## config.mk

```make
export PLATFORM = sky130hd
export DESIGN_NAME = rv32_ctrl_decoder
export DESIGN_NICKNAME = d
export VERILOG_FILES = /design/src/rtl/rvdec_pkg.sv /design/src/rtl/rvdec_classify.sv /design/src/rtl/rvdec_alu_fn.sv /design/src/rtl/rvdec_md_fn.sv /design/src/rtl/rv32_ctrl_decoder.sv
export SDC_FILE = /design/constraint.sdc
export NUM_CORES = 1
export LEC_CHECK = 0
export BUFFER_PORTS_ARGS = -buffer_cell sky130_fd_sc_hd__buf_4
export CORE_ASPECT_RATIO = 1.25
export CORE_MARGIN = 2
export CORE_UTILIZATION = 36
export DETAILED_ROUTE_END_ITERATION = 16
export PLACE_DENSITY_LB_ADDON = 0.3
export SLEW_MARGIN = 20
export SYNTH_ARGS = -nofsm -noshare
export SYNTH_HDL_FRONTEND = slang
export SYNTH_SLANG_ARGS = --single-unit
```

## constraint.sdc

```tcl
create_clock -name vclk -period 1.9
set_input_delay 0.285 -clock vclk [all_inputs]
set_output_delay 0.285 -clock vclk [all_outputs]
set_load 0.005 [all_outputs]
```

## src/rtl/rvdec_pkg.sv

```systemverilog
package rvdec_pkg;

  localparam int ILEN  = 32;
  localparam int RA_W  = 5;
  localparam int OPC_W = 7;
  localparam int F3_W  = 3;
  localparam int F7_W  = 7;

  localparam logic [OPC_W-1:0] OPC_LUI    = 7'h37;
  localparam logic [OPC_W-1:0] OPC_AUIPC  = 7'h17;
  localparam logic [OPC_W-1:0] OPC_JAL    = 7'h6f;
  localparam logic [OPC_W-1:0] OPC_JALR   = 7'h67;
  localparam logic [OPC_W-1:0] OPC_BRANCH = 7'h63;
  localparam logic [OPC_W-1:0] OPC_LOAD   = 7'h03;
  localparam logic [OPC_W-1:0] OPC_STORE  = 7'h23;
  localparam logic [OPC_W-1:0] OPC_OPIMM  = 7'h13;
  localparam logic [OPC_W-1:0] OPC_OP     = 7'h33;

  localparam logic [F7_W-1:0] F7_BASE = 7'h00;
  localparam logic [F7_W-1:0] F7_ALT  = 7'h20;
  localparam logic [F7_W-1:0] F7_MD   = 7'h01;

  typedef enum logic [3:0] {
    CL_ILL, CL_LUI, CL_AUIPC, CL_JAL, CL_JALR, CL_BR,
    CL_LD, CL_ST, CL_OPI, CL_SHI, CL_OP, CL_MD
  } inst_cls_e;

  typedef enum logic [1:0] {PCS_SEQ, PCS_BR, PCS_JMP, PCS_JREG} pc_sel_e;

  typedef enum logic [2:0] {
    BRT_NONE, BRT_EQ, BRT_NE, BRT_LT, BRT_GE, BRT_LTU, BRT_GEU, BRT_RSV
  } br_sel_e;

  typedef enum logic [2:0] {
    OA_REG = 3'd0, OA_PC = 3'd1, OA_PC4 = 3'd2, OA_ZERO = 3'd3, OA_DC = 3'd7
  } op0_sel_e;

  typedef enum logic [2:0] {
    OB_REG, OB_SHAMT, OB_IMM_U, OB_IMM_B, OB_IMM_I, OB_IMM_S, OB_ZERO, OB_DC
  } op1_sel_e;

  typedef enum logic [3:0] {
    AF_ADD, AF_SUB, AF_SLL, AF_SLT, AF_SLTU, AF_XOR, AF_SRL, AF_SRA, AF_OR, AF_AND
  } alu_fn_e;

  typedef enum logic [2:0] {MF_MUL_SS, MF_MUL_SU, MF_MUL_UU, MF_DIV_S, MF_DIV_U} md_fn_e;

  typedef enum logic [1:0] {EX_ALU, EX_MD, EX_DC} ex_sel_e;
  typedef enum logic [1:0] {MO_NONE, MO_LOAD, MO_STORE} mem_op_e;
  typedef enum logic [1:0] {MW_B, MW_H, MW_W} mem_w_e;
  typedef enum logic [1:0] {WB_ALU, WB_MEM, WB_DC} wb_sel_e;

  typedef struct packed {
    pc_sel_e  pc_sel;
    logic     valid;
    logic     jump_en;
    br_sel_e  br_sel;
    op0_sel_e op0_sel;
    op1_sel_e op1_sel;
    alu_fn_e  alu_fn;
    md_fn_e   md_fn;
    logic     md_en;
    logic     md_hi;
    ex_sel_e  ex_sel;
    mem_op_e  mem_op;
    mem_w_e   mem_w;
    logic     mem_uns;
    wb_sel_e  wb_sel;
    logic     rf_wen;
  } ctrl_word_t;

  localparam int CW_W = $bits(ctrl_word_t);

endpackage

```

## src/rtl/rvdec_classify.sv

```systemverilog
module rvdec_classify
  import rvdec_pkg::*;
#(
  parameter bit M_EN = 1'b1
) (
  input  logic [OPC_W-1:0] opc_i,
  input  logic [F3_W-1:0]  f3_i,
  input  logic [F7_W-1:0]  f7_i,
  output inst_cls_e        cls_o
);

  logic shift_f7_ok;
  logic op_base_ok;

  // srai/srli share funct3 5; only 5 also accepts the alternate funct7
  assign shift_f7_ok = (f7_i == F7_BASE) || ((f7_i == F7_ALT) && (f3_i == 3'd5));
  assign op_base_ok  = (f7_i == F7_BASE) ||
                       ((f7_i == F7_ALT) && ((f3_i == 3'd0) || (f3_i == 3'd5)));

  always_comb begin
    cls_o = CL_ILL;
    case (opc_i)
      OPC_LUI:    cls_o = CL_LUI;
      OPC_AUIPC:  cls_o = CL_AUIPC;
      OPC_JAL:    cls_o = CL_JAL;
      OPC_JALR:   if (f3_i == 3'd0) cls_o = CL_JALR;
      OPC_BRANCH: if (f3_i[2:1] != 2'b01) cls_o = CL_BR;
      OPC_LOAD:   if ((f3_i != 3'd3) && (f3_i[2:1] != 2'b11)) cls_o = CL_LD;
      OPC_STORE:  if (!f3_i[2] && (f3_i != 3'd3)) cls_o = CL_ST;
      OPC_OPIMM: begin
        if (f3_i[1:0] == 2'b01) begin
          if (shift_f7_ok) cls_o = CL_SHI;
        end else begin
          cls_o = CL_OPI;
        end
      end
      OPC_OP: begin
        if (op_base_ok) cls_o = CL_OP;
        else if (M_EN && (f7_i == F7_MD)) cls_o = CL_MD;
      end
      default: cls_o = CL_ILL;
    endcase
  end

endmodule

```

## src/rtl/rvdec_alu_fn.sv

```systemverilog
module rvdec_alu_fn
  import rvdec_pkg::*;
(
  input  inst_cls_e       cls_i,
  input  logic [F3_W-1:0] f3_i,
  input  logic            alt_i,
  output alu_fn_e         alu_fn_o
);

  alu_fn_e arith_fn;

  always_comb begin
    case (f3_i)
      3'd0:    arith_fn = (cls_i == CL_OP && alt_i) ? AF_SUB : AF_ADD;
      3'd1:    arith_fn = AF_SLL;
      3'd2:    arith_fn = AF_SLT;
      3'd3:    arith_fn = AF_SLTU;
      3'd4:    arith_fn = AF_XOR;
      3'd5:    arith_fn = alt_i ? AF_SRA : AF_SRL;
      3'd6:    arith_fn = AF_OR;
      default: arith_fn = AF_AND;
    endcase
  end

  always_comb begin
    case (cls_i)
      CL_OPI, CL_SHI, CL_OP: alu_fn_o = arith_fn;
      CL_BR: begin
        if (!f3_i[2])     alu_fn_o = AF_XOR;
        else if (!f3_i[1]) alu_fn_o = AF_SLT;
        else               alu_fn_o = AF_SLTU;
      end
      default: alu_fn_o = AF_ADD;
    endcase
  end

  always_comb begin
    assert_br_cmp_fn_R11: assert ((cls_i != CL_BR) ||
                                  (alu_fn_o inside {AF_XOR, AF_SLT, AF_SLTU}));
  end

endmodule

```

## src/rtl/rvdec_md_fn.sv

```systemverilog
module rvdec_md_fn
  import rvdec_pkg::*;
(
  input  logic [F3_W-1:0] f3_i,
  output md_fn_e          md_fn_o,
  output logic            md_hi_o
);

  // f3[2] splits multiply from divide; low bits pick signedness / half
  always_comb begin
    if (f3_i[2]) begin
      md_fn_o = f3_i[0] ? MF_DIV_U : MF_DIV_S;
      md_hi_o = f3_i[1];
    end else begin
      case (f3_i[1:0])
        2'd2:    md_fn_o = MF_MUL_SU;
        2'd3:    md_fn_o = MF_MUL_UU;
        default: md_fn_o = MF_MUL_SS;
      endcase
      md_hi_o = (f3_i[1:0] != 2'd0);
    end
  end

endmodule

```

## src/rtl/rv32_ctrl_decoder.sv

```systemverilog
module rv32_ctrl_decoder
  import rvdec_pkg::*;
#(
  parameter bit M_EN = 1'b1
) (
  input  logic [ILEN-1:0] inst_i,
  output logic [CW_W-1:0] ctrl_o,
  output logic            rs1_en_o,
  output logic            rs2_en_o,
  output logic [RA_W-1:0] rf_waddr_o
);

  logic [OPC_W-1:0] opc;
  logic [F3_W-1:0]  f3;
  logic [F7_W-1:0]  f7;
  logic [RA_W-1:0]  rd;
  logic             unused_src_bits;

  inst_cls_e  cls;
  alu_fn_e    alu_fn;
  md_fn_e     md_fn;
  logic       md_hi;
  br_sel_e    br_sel;
  ctrl_word_t cw;

  assign opc = inst_i[OPC_W-1:0];
  assign rd  = inst_i[OPC_W+RA_W-1:OPC_W];
  assign f3  = inst_i[OPC_W+RA_W+F3_W-1:OPC_W+RA_W];
  assign f7  = inst_i[ILEN-1:ILEN-F7_W];
  assign unused_src_bits = ^inst_i[ILEN-F7_W-1:OPC_W+RA_W+F3_W];

  rvdec_classify #(.M_EN(M_EN)) u_classify (
    .opc_i (opc),
    .f3_i  (f3),
    .f7_i  (f7),
    .cls_o (cls)
  );

  rvdec_alu_fn u_alu_fn (
    .cls_i    (cls),
    .f3_i     (f3),
    .alt_i    (f7[5]),
    .alu_fn_o (alu_fn)
  );

  generate
    if (M_EN) begin : g_md
      rvdec_md_fn u_md_fn (
        .f3_i    (f3),
        .md_fn_o (md_fn),
        .md_hi_o (md_hi)
      );
    end else begin : g_no_md
      assign md_fn = MF_MUL_SS;
      assign md_hi = 1'b0;
    end
  endgenerate

  always_comb begin
    case (f3)
      3'd0:    br_sel = BRT_EQ;
      3'd1:    br_sel = BRT_NE;
      3'd4:    br_sel = BRT_LT;
      3'd5:    br_sel = BRT_GE;
      3'd6:    br_sel = BRT_LTU;
      3'd7:    br_sel = BRT_GEU;
      default: br_sel = BRT_NONE;
    endcase
  end

  always_comb begin
    cw       = '0;
    rs1_en_o = 1'b0;
    rs2_en_o = 1'b0;
    if (cls != CL_ILL) begin
      cw.valid  = 1'b1;
      cw.alu_fn = alu_fn;
    end
    case (cls)
      CL_LUI: begin
        cw.op0_sel = OA_ZERO;
        cw.op1_sel = OB_IMM_U;
        cw.rf_wen  = 1'b1;
      end
      CL_AUIPC: begin
        cw.op0_sel = OA_PC;
        cw.op1_sel = OB_IMM_U;
        cw.rf_wen  = 1'b1;
      end
      CL_JAL, CL_JALR: begin
        // link = PC+4 + 0; target is formed by next-PC logic
        cw.pc_sel  = (cls == CL_JAL) ? PCS_JMP : PCS_JREG;
        cw.jump_en = 1'b1;
        cw.op0_sel = OA_PC4;
        cw.op1_sel = OB_ZERO;
        cw.rf_wen  = 1'b1;
        rs1_en_o   = (cls == CL_JALR);
      end
      CL_BR: begin
        cw.pc_sel  = PCS_BR;
        cw.br_sel  = br_sel;
        cw.op0_sel = OA_REG;
        cw.op1_sel = OB_REG;
        cw.ex_sel  = EX_DC;
        cw.wb_sel  = WB_DC;
        rs1_en_o   = 1'b1;
        rs2_en_o   = 1'b1;
      end
      CL_LD: begin
        cw.op0_sel = OA_REG;
        cw.op1_sel = OB_IMM_I;
        cw.mem_op  = MO_LOAD;
        cw.mem_w   = mem_w_e'(f3[1:0]);
        cw.mem_uns = f3[2];
        cw.wb_sel  = WB_MEM;
        cw.rf_wen  = 1'b1;
        rs1_en_o   = 1'b1;
      end
      CL_ST: begin
        cw.op0_sel = OA_REG;
        cw.op1_sel = OB_IMM_S;
        cw.mem_op  = MO_STORE;
        cw.mem_w   = mem_w_e'(f3[1:0]);
        cw.wb_sel  = WB_DC;
        rs1_en_o   = 1'b1;
        rs2_en_o   = 1'b1;
      end
      CL_OPI, CL_SHI: begin
        cw.op0_sel = OA_REG;
        cw.op1_sel = (cls == CL_SHI) ? OB_SHAMT : OB_IMM_I;
        cw.rf_wen  = 1'b1;
        rs1_en_o   = 1'b1;
      end
      CL_OP, CL_MD: begin
        cw.op0_sel = OA_REG;
        cw.op1_sel = OB_REG;
        cw.rf_wen  = 1'b1;
        rs1_en_o   = 1'b1;
        rs2_en_o   = 1'b1;
        if (cls == CL_MD) begin
          cw.md_fn  = md_fn;
          cw.md_en  = 1'b1;
          cw.md_hi  = md_hi;
          cw.ex_sel = EX_MD;
        end
      end
      default: ;
    endcase
  end

  assign ctrl_o     = cw;
  assign rf_waddr_o = cw.rf_wen ? rd : '0;

  always_comb begin
    assert_idle_word_R2: assert (cw.valid || ((cw == '0) && !rs1_en_o && !rs2_en_o));
    assert_md_path_R12: assert (cw.md_en == (cw.ex_sel == EX_MD));
    assert_store_nowb_R8: assert ((cw.mem_op != MO_STORE) || (!cw.rf_wen && rs2_en_o));
    assert_branch_quiet_R11: assert ((cw.br_sel == BRT_NONE) ||
                                     ((cw.pc_sel == PCS_BR) && !cw.rf_wen &&
                                      (cw.mem_op == MO_NONE) && !cw.jump_en));
    assert_jump_link_R9: assert (!cw.jump_en ||
                                 ((cw.op0_sel == OA_PC4) && cw.rf_wen &&
                                  (cw.pc_sel inside {PCS_JMP, PCS_JREG})));
    assert_waddr_gate_R13: assert (cw.rf_wen || (rf_waddr_o == '0));
  end

endmodule

```

==> reports/metrics.yaml, run 1 <==
setup_violations: 16
syn-num-nets: 165
drv_cap: 0
critical_path_class: "primary input to primary output"
yosysSeqAreaShare_pct: 0
final.setup.worst_slack_ns: -0.247
status: "complete, but fails checks"
wl_met3_um: 401
cp.arrival_ns: 1.86
fin_crit_ns: 2.15
crit_end: "ctrl_o[17]"
period_share_pct: 113
hp-class: "primary input to primary output"
grt_pass1_wl_mm: 5.68
nClkBuffers: 0
cts_hold_buf: 0
ys_types: 45
holdWs_ns: 0.866
wl_mm: 4.58
maxSlewViolCount: 0
antenna_found_initial: 0
cp_max_fo: 5
pin_count: 71
dpl.hpwl_mm: 2.71
dieArea_um2: 2590
syn_area_per_cell_um2: 5.95
hold_violations: 0
coreArea_um2: 2140
dr.pass1.iters: 4
ant_nets: 0
drtIter0Drc: 79
rows: 19
dp_cells: 243
syn_to_final_growth_pct: 134
wl_met2_mm: 2.35
antenna-diode-count: 0
avgRoutedWirePerCell_um: 18.1
die_w_um: 46.0
crit_path_start: "inst_i[26]"
layoutNonFillerInstCount: 253
fillCellCount: 117
vias: 1524
seq_cells: 0
syn_inst: 133
routed.top_layer: "met4"
met1_length_mm: 1.60
synth.cell_area_um2: 792
num-nets-final: 266
drive_gt1_share_pct: 65.9
grt-ovfl-total: 0
cellPowerDensity_nw_per_um2: 139
seq_area_um2: 0
grt_max_degree: 10
max_freq_mhz: 466
vias_per_cell: 6.02
initial_utilization_pct: 37.0
rsz0062_at_grt: "yes"
ir_drop_v: 0.000132
grt.total_usage_pct: 27.9
p_leak_nw: 0.965
totalPowerFinal_uw: 257
worstPathRequired_ns: 1.62
endpoint_kind: "primary output"
io_buffers: 60
violations: "setup timing"
drcViolationCount: 0
synth_warnings: 0
grt_pass1_vias: 1282
chipHeight_um: 56.4
crit_path_start_kind: "primary input"
gp_congestion: 0.899
## layer usage
layer  vias to the layer above  global-route usage (%)
met5                         -                       0
met4                         0                    4.90
met3                        27                    2.57
met2                       114                    51.2
met1                       699                    33.4
li1                        684                       -
## logic make-up after synthesis
kind of cell | after synthesis | synth area share (%)
and+or+nand+nor | 76 | 52.4
AOI/OAI and AO/OA | 37 | 35.4
buffers and inverters | 19 | 11.7
other | 1 | 0.473
## worst min-delay path by stage
stage                     from             to  cells past startpoint
floorplan            inst_i[7]  rf_waddr_o[0]                      1
global placement     inst_i[9]  rf_waddr_o[2]                      3
detailed placement   inst_i[7]  rf_waddr_o[0]                      3
CTS                  inst_i[7]  rf_waddr_o[0]                      3
global route        inst_i[11]  rf_waddr_o[4]                      3
finish              inst_i[11]  rf_waddr_o[4]                      3
## where the power goes
part,internal [mW],switching [mW]
Sequential,0,0
Combinational,0.127,0.131
Clock,0,0
Total,0.127,0.131
## worst max-delay path, stage by stage
cell,delay [ns]
buf_4,0.12
nor4_4,0.27
buf_4,0.17
nand4_1,0.11
buf_4,0.20
nand2_1,0.13
o2bb2ai_4,0.11
o21ai_4,0.19
o211ai_1,0.12
buf_4,0.15
## layout by cell type (no fill, tap or decap), types with 2 or more instances in the layout
master	Yosys	layout
nor3b_2	0	2
nor2b_2	0	4
nor3_1	7	3
a21oi_2	1	2
a21oi_1	7	5
nand2_1	11	9
o21ai_0	7	6
buf_6	1	5
and3_1	4	3
nor3_2	0	3
nor2b_1	7	3
nand3b_1	2	2
nor2_2	0	4
nand2b_1	4	4
o211ai_1	3	3
nor2_1	17	12
o2bb2ai_4	0	2
buf_4	3	100
nand3_2	0	2
nand3_1	6	4
inv_1	10	9
nand4_1	4	4
buf_8	0	2
## Yosys cell counts (all sizes together), types with 2 or more instances
| cell type | count | area, um2 |
|---|---|---|
| nor3b | 2 | 15.0 |
| nand3b | 2 | 15.0 |
| o211ai | 4 | 35.0 |
| inv | 10 | 37.5 |
| nor2b | 7 | 43.8 |
| buf | 6 | 43.8 |
| nand4 | 4 | 25.0 |
| nor4b | 2 | 17.5 |
| o221ai | 2 | 17.5 |
| nand2b | 4 | 25.0 |
| nor4 | 2 | 12.5 |
| and3 | 4 | 25.0 |
| nor3 | 7 | 35.0 |
| a21oi | 8 | 43.8 |
| nand2 | 11 | 41.3 |
| o2bb2ai | 3 | 26.3 |
| and3b | 3 | 30.0 |
| or2 | 2 | 12.5 |
| a22o | 2 | 26.3 |
| a21boi | 2 | 26.3 |
| nand3 | 6 | 30.0 |
| nor2 | 17 | 63.8 |
| o21ai | 9 | 48.8 |
| clkbuf | 3 | 11.3 |
## per-stage QoR
step | setup WS [ns] | TNS, ns | instance area [um2] | utilization (%)
floorplan | 0.00201 | 0 | 792 | -
global placement | -0.176 | -1.17 | 1510 | 70.6
detailed placement | -0.195 | -1.69 | 1510 | 70.6
CTS | -0.166 | -1.09 | 1690 | 78.8
global route | -0.417 | -3.01 | 1850 | 86.5
finish | -0.247 | -1.95 | 1850 | 86.5
## final cells by class
| class | instances | area (um2) | area share [%] |
|---|---|---|---|
| Inverter | 10 | 37.5 | 2.03 |
| Tap cell | 21 | 26.3 | 1.42 |
| Timing Repair Buffer | 108 | 857 | 46.3 |
| Multi-Input combinational cell | 114 | 931 | 50.3 |
## timing repair
item,in CTS,in global routing
pin swaps,9,10
buffers inserted,6,4
resized for setup,27,31
setup endpoints to repair,15,21
Power figures use the tool's default switching activity.
==> run 2: changes to the inputs <==
--- a/config.mk
+++ b/config.mk
@@ -5,12 +5,13 @@
 export SDC_FILE = /design/constraint.sdc
 export NUM_CORES = 1
 export LEC_CHECK = 0
-export BUFFER_PORTS_ARGS = -buffer_cell sky130_fd_sc_hd__buf_4
+export BUFFER_PORTS_ARGS = -buffer_cell sky130_fd_sc_hd__buf_2
 export CORE_ASPECT_RATIO = 1.25
 export CORE_MARGIN = 2
 export CORE_UTILIZATION = 36
 export DETAILED_ROUTE_END_ITERATION = 16
 export PLACE_DENSITY_LB_ADDON = 0.3
+export SKIP_LAST_GASP = 1
 export SLEW_MARGIN = 20
 export SYNTH_ARGS = -nofsm -noshare
 export SYNTH_HDL_FRONTEND = slang
==> constraint.sdc (replaced) <==
create_clock -name vclk -period 1.9
set_input_delay 0.38 -clock vclk [all_inputs]
set_output_delay 0.38 -clock vclk [all_outputs]
set_load 0.005 [all_outputs]
==> run 2 against run 1 <==
Compared with the run above: highest routed layer unchanged; non-clock buffer count up 11; die area did not move; core utilization shrank 0.94 points; the run still ends with setup timing left; cell area is 1.1% lower; critical path depth unchanged; first-iteration DRC count down 28%; largest cell class unchanged; hold slack gained 0.18 ns; critical endpoint unchanged.
==> reports/metrics.yaml, run 2 (synthesis results as in run 1) <==
seq_cells: 0  # unchanged
dpl.hpwl_mm: 2.69  # was 2.71 mm
max_freq_mhz: 429  # was 466 MHz
p_switching_uw: 138  # was 131 uW
grt_pass1_wl_mm: 5.89  # was 5.68 mm
ant_nets: 0  # unchanged
p_sw_share_pct: 52.2  # was 50.8%
cts_hold_buf: 0  # unchanged
avgRoutedWirePerCell_um: 17.3  # was 18.1 um
worstPathRequired_ns: 1.52  # was 1.62 ns
violations: "setup timing"  # unchanged
vias_per_cell: 5.89  # was 6.02
fin_crit_ns: 2.33  # was 2.15 ns
rows: 19  # unchanged
multi_input_area_um2: 958  # was 931 um2
maxSlewViolCount: 0  # unchanged
pin_count: 71  # unchanged
chipHeight_um: 56.4  # unchanged
grt.total_usage_pct: 28.6  # was 27.9%
cellPowerDensity_nw_per_um2: 145  # was 139 nW/um2
dieArea_um2: 2590  # unchanged
nClkBuffers: 0  # unchanged
p_leak_nw: 0.981  # was 0.965 nW
antenna-diode-count: 0  # unchanged
die_w_um: 46.0  # unchanged
holdWs_ns: 1.05  # was 0.866 ns
final.setup.worst_slack_ns: -0.430  # was -0.247 ns
drv_cap: 0  # unchanged
io_buffers: 60  # unchanged
hp-class: "primary input to primary output"  # unchanged
rsz0062_at_grt: "yes"  # unchanged
status: "complete, but fails checks"  # unchanged
setup_violations: 30  # was 16
combPwrFrac_pct: 100.0  # about the same
hold_violations: 0  # unchanged
coreArea_um2: 2140  # unchanged
layout.cells.most_common_list: "buf_2, buf_4, nor2_1"  # was buf_4, nor2_1, inv_1, nand2_1, o21ai_0
grt_max_degree: 13  # was 10
grt_pass1_vias: 1385  # was 1282
crit_path_start_kind: "primary input"  # unchanged
drcViolationCount: 0  # unchanged
drive_gt1_share_pct: 68.7  # was 65.9%
grt-ovfl-total: 0  # unchanged
p_seq_share_pct: 0  # about the same
wl_mm: 4.57  # was 4.58 mm
vias: 1556  # was 1524
p_clk_share_pct: 0  # about the same
cp.arrival_ns: 1.95  # was 1.86 ns
drtIter0Drc: 57  # was 79
syn_to_final_growth_pct: 131  # was 134%
cp_max_fo: 4  # was 5
ir_drop_v: 0.000132  # about the same
power.internal_uw: 127  # about the same
layout_commonest_cell: "buf_2"  # was buf_4
fillCellCount: 115  # was 117
period_share_pct: 123  # was 113%
initial_utilization_pct: 37.0  # unchanged
num-nets-final: 277  # was 266
gp_congestion: 0.917  # was 0.899
critical_path_class: "primary input to primary output"  # unchanged
antenna_found_initial: 0  # unchanged
dr.pass1.iters: 4  # unchanged
final.setup.tns_ns: -5.76  # was -1.95 ns
endpoint_kind: "primary output"  # unchanged
seq_area_um2: 0  # unchanged
## run 2: worst max-delay path: stages
cell,delay (ns)
buf_8,0.10
buf_6,0.12
nor3_4,0.25
o211ai_2,0.17
a21boi_4,0.18
buf_12,0.13
o2bb2ai_4,0.16
o21ai_4,0.20
o211ai_1,0.11
buf_2,0.14
## run 2: what timing repair did
item                                    CTS  global route
endpoints found under the setup margin   28            30
pin swaps                                12            21
buffers inserted                          5             9
resized for setup                        42            29
## run 2: final cells by class
cell class         instances  area share, %
well taps                 21           1.43
inverters                 10           2.05
multi-input cells        114           52.3
repair buffers           119           44.2
## run 2: stage by stage
stage | utilization, % | std cells | power [mW] | setup slack (ns) | area [um2]
3_3_place_gp | 66.3 | 251 | 0.185 | -0.379 | 1420
6_report | 85.6 | 264 | 0.265 | -0.430 | 1830
2_1_floorplan | - | 133 | 0.0861 | -0.172 | 805
3_5_place_dp | 66.3 | 251 | 0.192 | -0.393 | 1420
4_1_cts | 77.3 | 256 | 0.222 | -0.349 | 1650
5_1_grt | 85.6 | 264 | 0.280 | -0.479 | 1830
## run 2: final timing paths
path	startpoint	to	slack, ns	depth (start not counted)
setup / recovery	inst_i[6]	ctrl_o[17]	-0.43	10
hold / removal	inst_i[10]	rf_waddr_o[3]	1.05	3
## run 2: layer usage
| metal | part of all wire, % | GRT usage [%] | vias up |
|---|---|---|---|
| met2 | 50 | 48.2 | 104 |
| met1 | 40 | 36.6 | 732 |
| met5 | 0 | 0 | - |
| met3 | 7.2 | 1.93 | 18 |
| met4 | 2.4 | 9.80 | 0 |
| li1 | - | - | 702 |
## run 2: power groups by stage
| stage | Sequential, mW | Clock [mW] | Combinational [mW] |
|---|---|---|---|
| global route | 0 | 0 | 0.280 |
| global placement | 0 | 0 | 0.185 |
| CTS | 0 | 0 | 0.222 |
| finish | 0 | 0 | 0.265 |
| floorplan | 0 | 0 | 0.0861 |
| detailed placement | 0 | 0 | 0.192 |
==> run 3: changes to the inputs <==
--- a/config.mk
+++ b/config.mk
@@ -6,9 +6,11 @@
 export NUM_CORES = 1
 export LEC_CHECK = 0
 export BUFFER_PORTS_ARGS = -buffer_cell sky130_fd_sc_hd__buf_2
+export CELL_PAD_IN_SITES_DETAIL_PLACEMENT = 1
+export CELL_PAD_IN_SITES_GLOBAL_PLACEMENT = 1
 export CORE_ASPECT_RATIO = 1.25
 export CORE_MARGIN = 2
-export CORE_UTILIZATION = 36
+export CORE_UTILIZATION = 22
 export DETAILED_ROUTE_END_ITERATION = 16
 export PLACE_DENSITY_LB_ADDON = 0.3
 export SKIP_LAST_GASP = 1
==> run 3 against run 2 <==
Compared with the run above: the flow still finishes with violations (setup timing); largest power group unchanged; count of clock-buffer cells in the layout stayed put; hold slack better by 0.0027 ns; critical path type unchanged; cell area rose by 9.5%.
==> reports/metrics.yaml, run 3 (synthesis results as in run 1) <==
status: "complete, but fails checks"  # unchanged
violations: "setup timing"  # unchanged
cellPowerDensity_nw_per_um2: 144  # was 145 nW/um2
cp_max_fo: 5  # was 4
initial_utilization_pct: 22.7  # was 37.0%
gp_congestion: 0.876  # was 0.917
place_area_um2: 1490  # was 1420 um2
final.setup.tns_ns: -6.11  # was -5.76 ns
period_share_pct: 123  # about the same
dieArea_um2: 4100  # was 2590 um2
maxSlewViolCount: 0  # unchanged
drtIter0Drc: 33  # was 57
cp_top_family: "simple AND/OR/NAND/NOR gates"  # was compound AO/OA/AOI/OAI gates
grt-ovfl-total: 0  # unchanged
dp_slack_ns: -0.436  # was -0.393 ns
drcViolationCount: 0  # unchanged
io_buffers: 60  # unchanged
cp_num_cells: 9  # was 10
cp_slowest_cell: "or3b_1"  # was nor3_4
final.setup.worst_slack_ns: -0.428  # was -0.430 ns
antenna_found_initial: 0  # unchanged
seq_cells: 0  # unchanged
wl_mm: 5.66  # was 4.57 mm
setup_violations: 26  # was 30
num-nets-final: 284  # was 277
hold_depth: 3  # unchanged
vias: 1573  # was 1556
worst-path-buf-inv: 4  # unchanged
cp.arrival_ns: 1.95  # about the same
p_leak_nw: 1.06  # was 0.981 nW
ant_nets: 0  # unchanged
crit_path_max_incr_delay_ns: 0.38  # was 0.25 ns
vias_per_cell: 5.44  # was 5.89
dpl.hpwl_mm: 3.47  # was 2.69 mm
crit_path_start_kind: "primary input"  # unchanged
endpoint_kind: "primary output"  # unchanged
critical_path_class: "primary input to primary output"  # unchanged
layout.cells.most_common_list: "buf_4, buf_2, buf_6"  # was buf_2, buf_4, nor2_1
avgRoutedWirePerCell_um: 19.6  # was 17.3 um
rsz0062_at_grt: "yes"  # unchanged
grt_pass1_wl_mm: 7.29  # was 5.89 mm
worstPathRequired_ns: 1.52  # about the same
grt.total_usage_pct: 21.6  # was 28.6%
die_w_um: 57.7  # was 46.0 um
drive_gt1_share_pct: 70.4  # was 68.7%
pin_count: 71  # unchanged
ir_drop_v: 0.0000867  # was 0.000132 V
max_freq_mhz: 429  # about the same
grt_pass1_vias: 1627  # was 1385
totalPowerFinal_uw: 289  # was 265 uW
nClkBuffers: 0  # unchanged
antenna-diode-count: 0  # unchanged
coreArea_um2: 3480  # was 2140 um2
drv_cap: 0  # unchanged
seq_area_um2: 0  # unchanged
layout_commonest_cell: "buf_4"  # was buf_2
fin_crit_ns: 2.33  # about the same
cp_cell_sequence: "buf_2, and3b_2, nand4_1, buf_4, buf_4, o21ai_2, or3b_1, or2_1, buf_2"  # was buf_8, buf_6, nor3_4, o211ai_2, a21boi_4, buf_12, o2bb2ai_4, o21ai_4, o211ai_1, buf_2
rows: 24  # was 19
holdWs_ns: 1.05  # about the same
grt_max_degree: 10  # was 13
final_area_um2: 2010  # was 1830 um2
syn_to_final_growth_pct: 153  # was 131%
chipHeight_um: 71.1  # was 56.4 um
hp-class: "primary input to primary output"  # unchanged
hold_violations: 0  # unchanged
dr.pass1.iters: 4  # unchanged
run 3: path summary, 6_finish.rpt:
kind        from            end  slack (ns)
max    inst_i[1]     ctrl_o[29]       -0.43
min   inst_i[10]  rf_waddr_o[3]        1.05
run 3: cell type report:
type                            count  area (um2)
Fill cell                         448        1480
Tap cell                           39        48.8
Timing Repair Buffer              126         907
Multi-Input combinational cell    114        1010
Inverter                           10        37.5
run 3: what timing repair did:
action / in CTS / in global routing
setup buffers: 5 / 12
resized for setup: 28 / 63
hold buffers: 0 / 0
setup endpoints to repair: 29 / 30
pin swaps: 9 / 21
endpoints found under the hold margin: 0 / 0
run 3: worst min-delay path: stages:
cell and delay, ns:
buf_2 0.07, nor2b_1 0.11, buf_2 0.11
run 3: per-layer routing:
layer  track usage [%]  wire length, um
met5                 0                0
met4              4.13              109
met3              1.83              300
met2              44.1             3070
met1              23.3             2180
run 3: power breakdown:
group / internal [mW] / switching (mW)
clock network: 0 / 0
registers: 0 / 0
logic: 0.138 / 0.151
run 3: stage by stage:
stage | cells | util (%)
after floorplan | 133 | -
after global placement | 275 | 42.6
after detailed placement | 275 | 42.6
after CTS | 280 | 47.1
after global routing | 289 | 57.6
final | 289 | 57.6
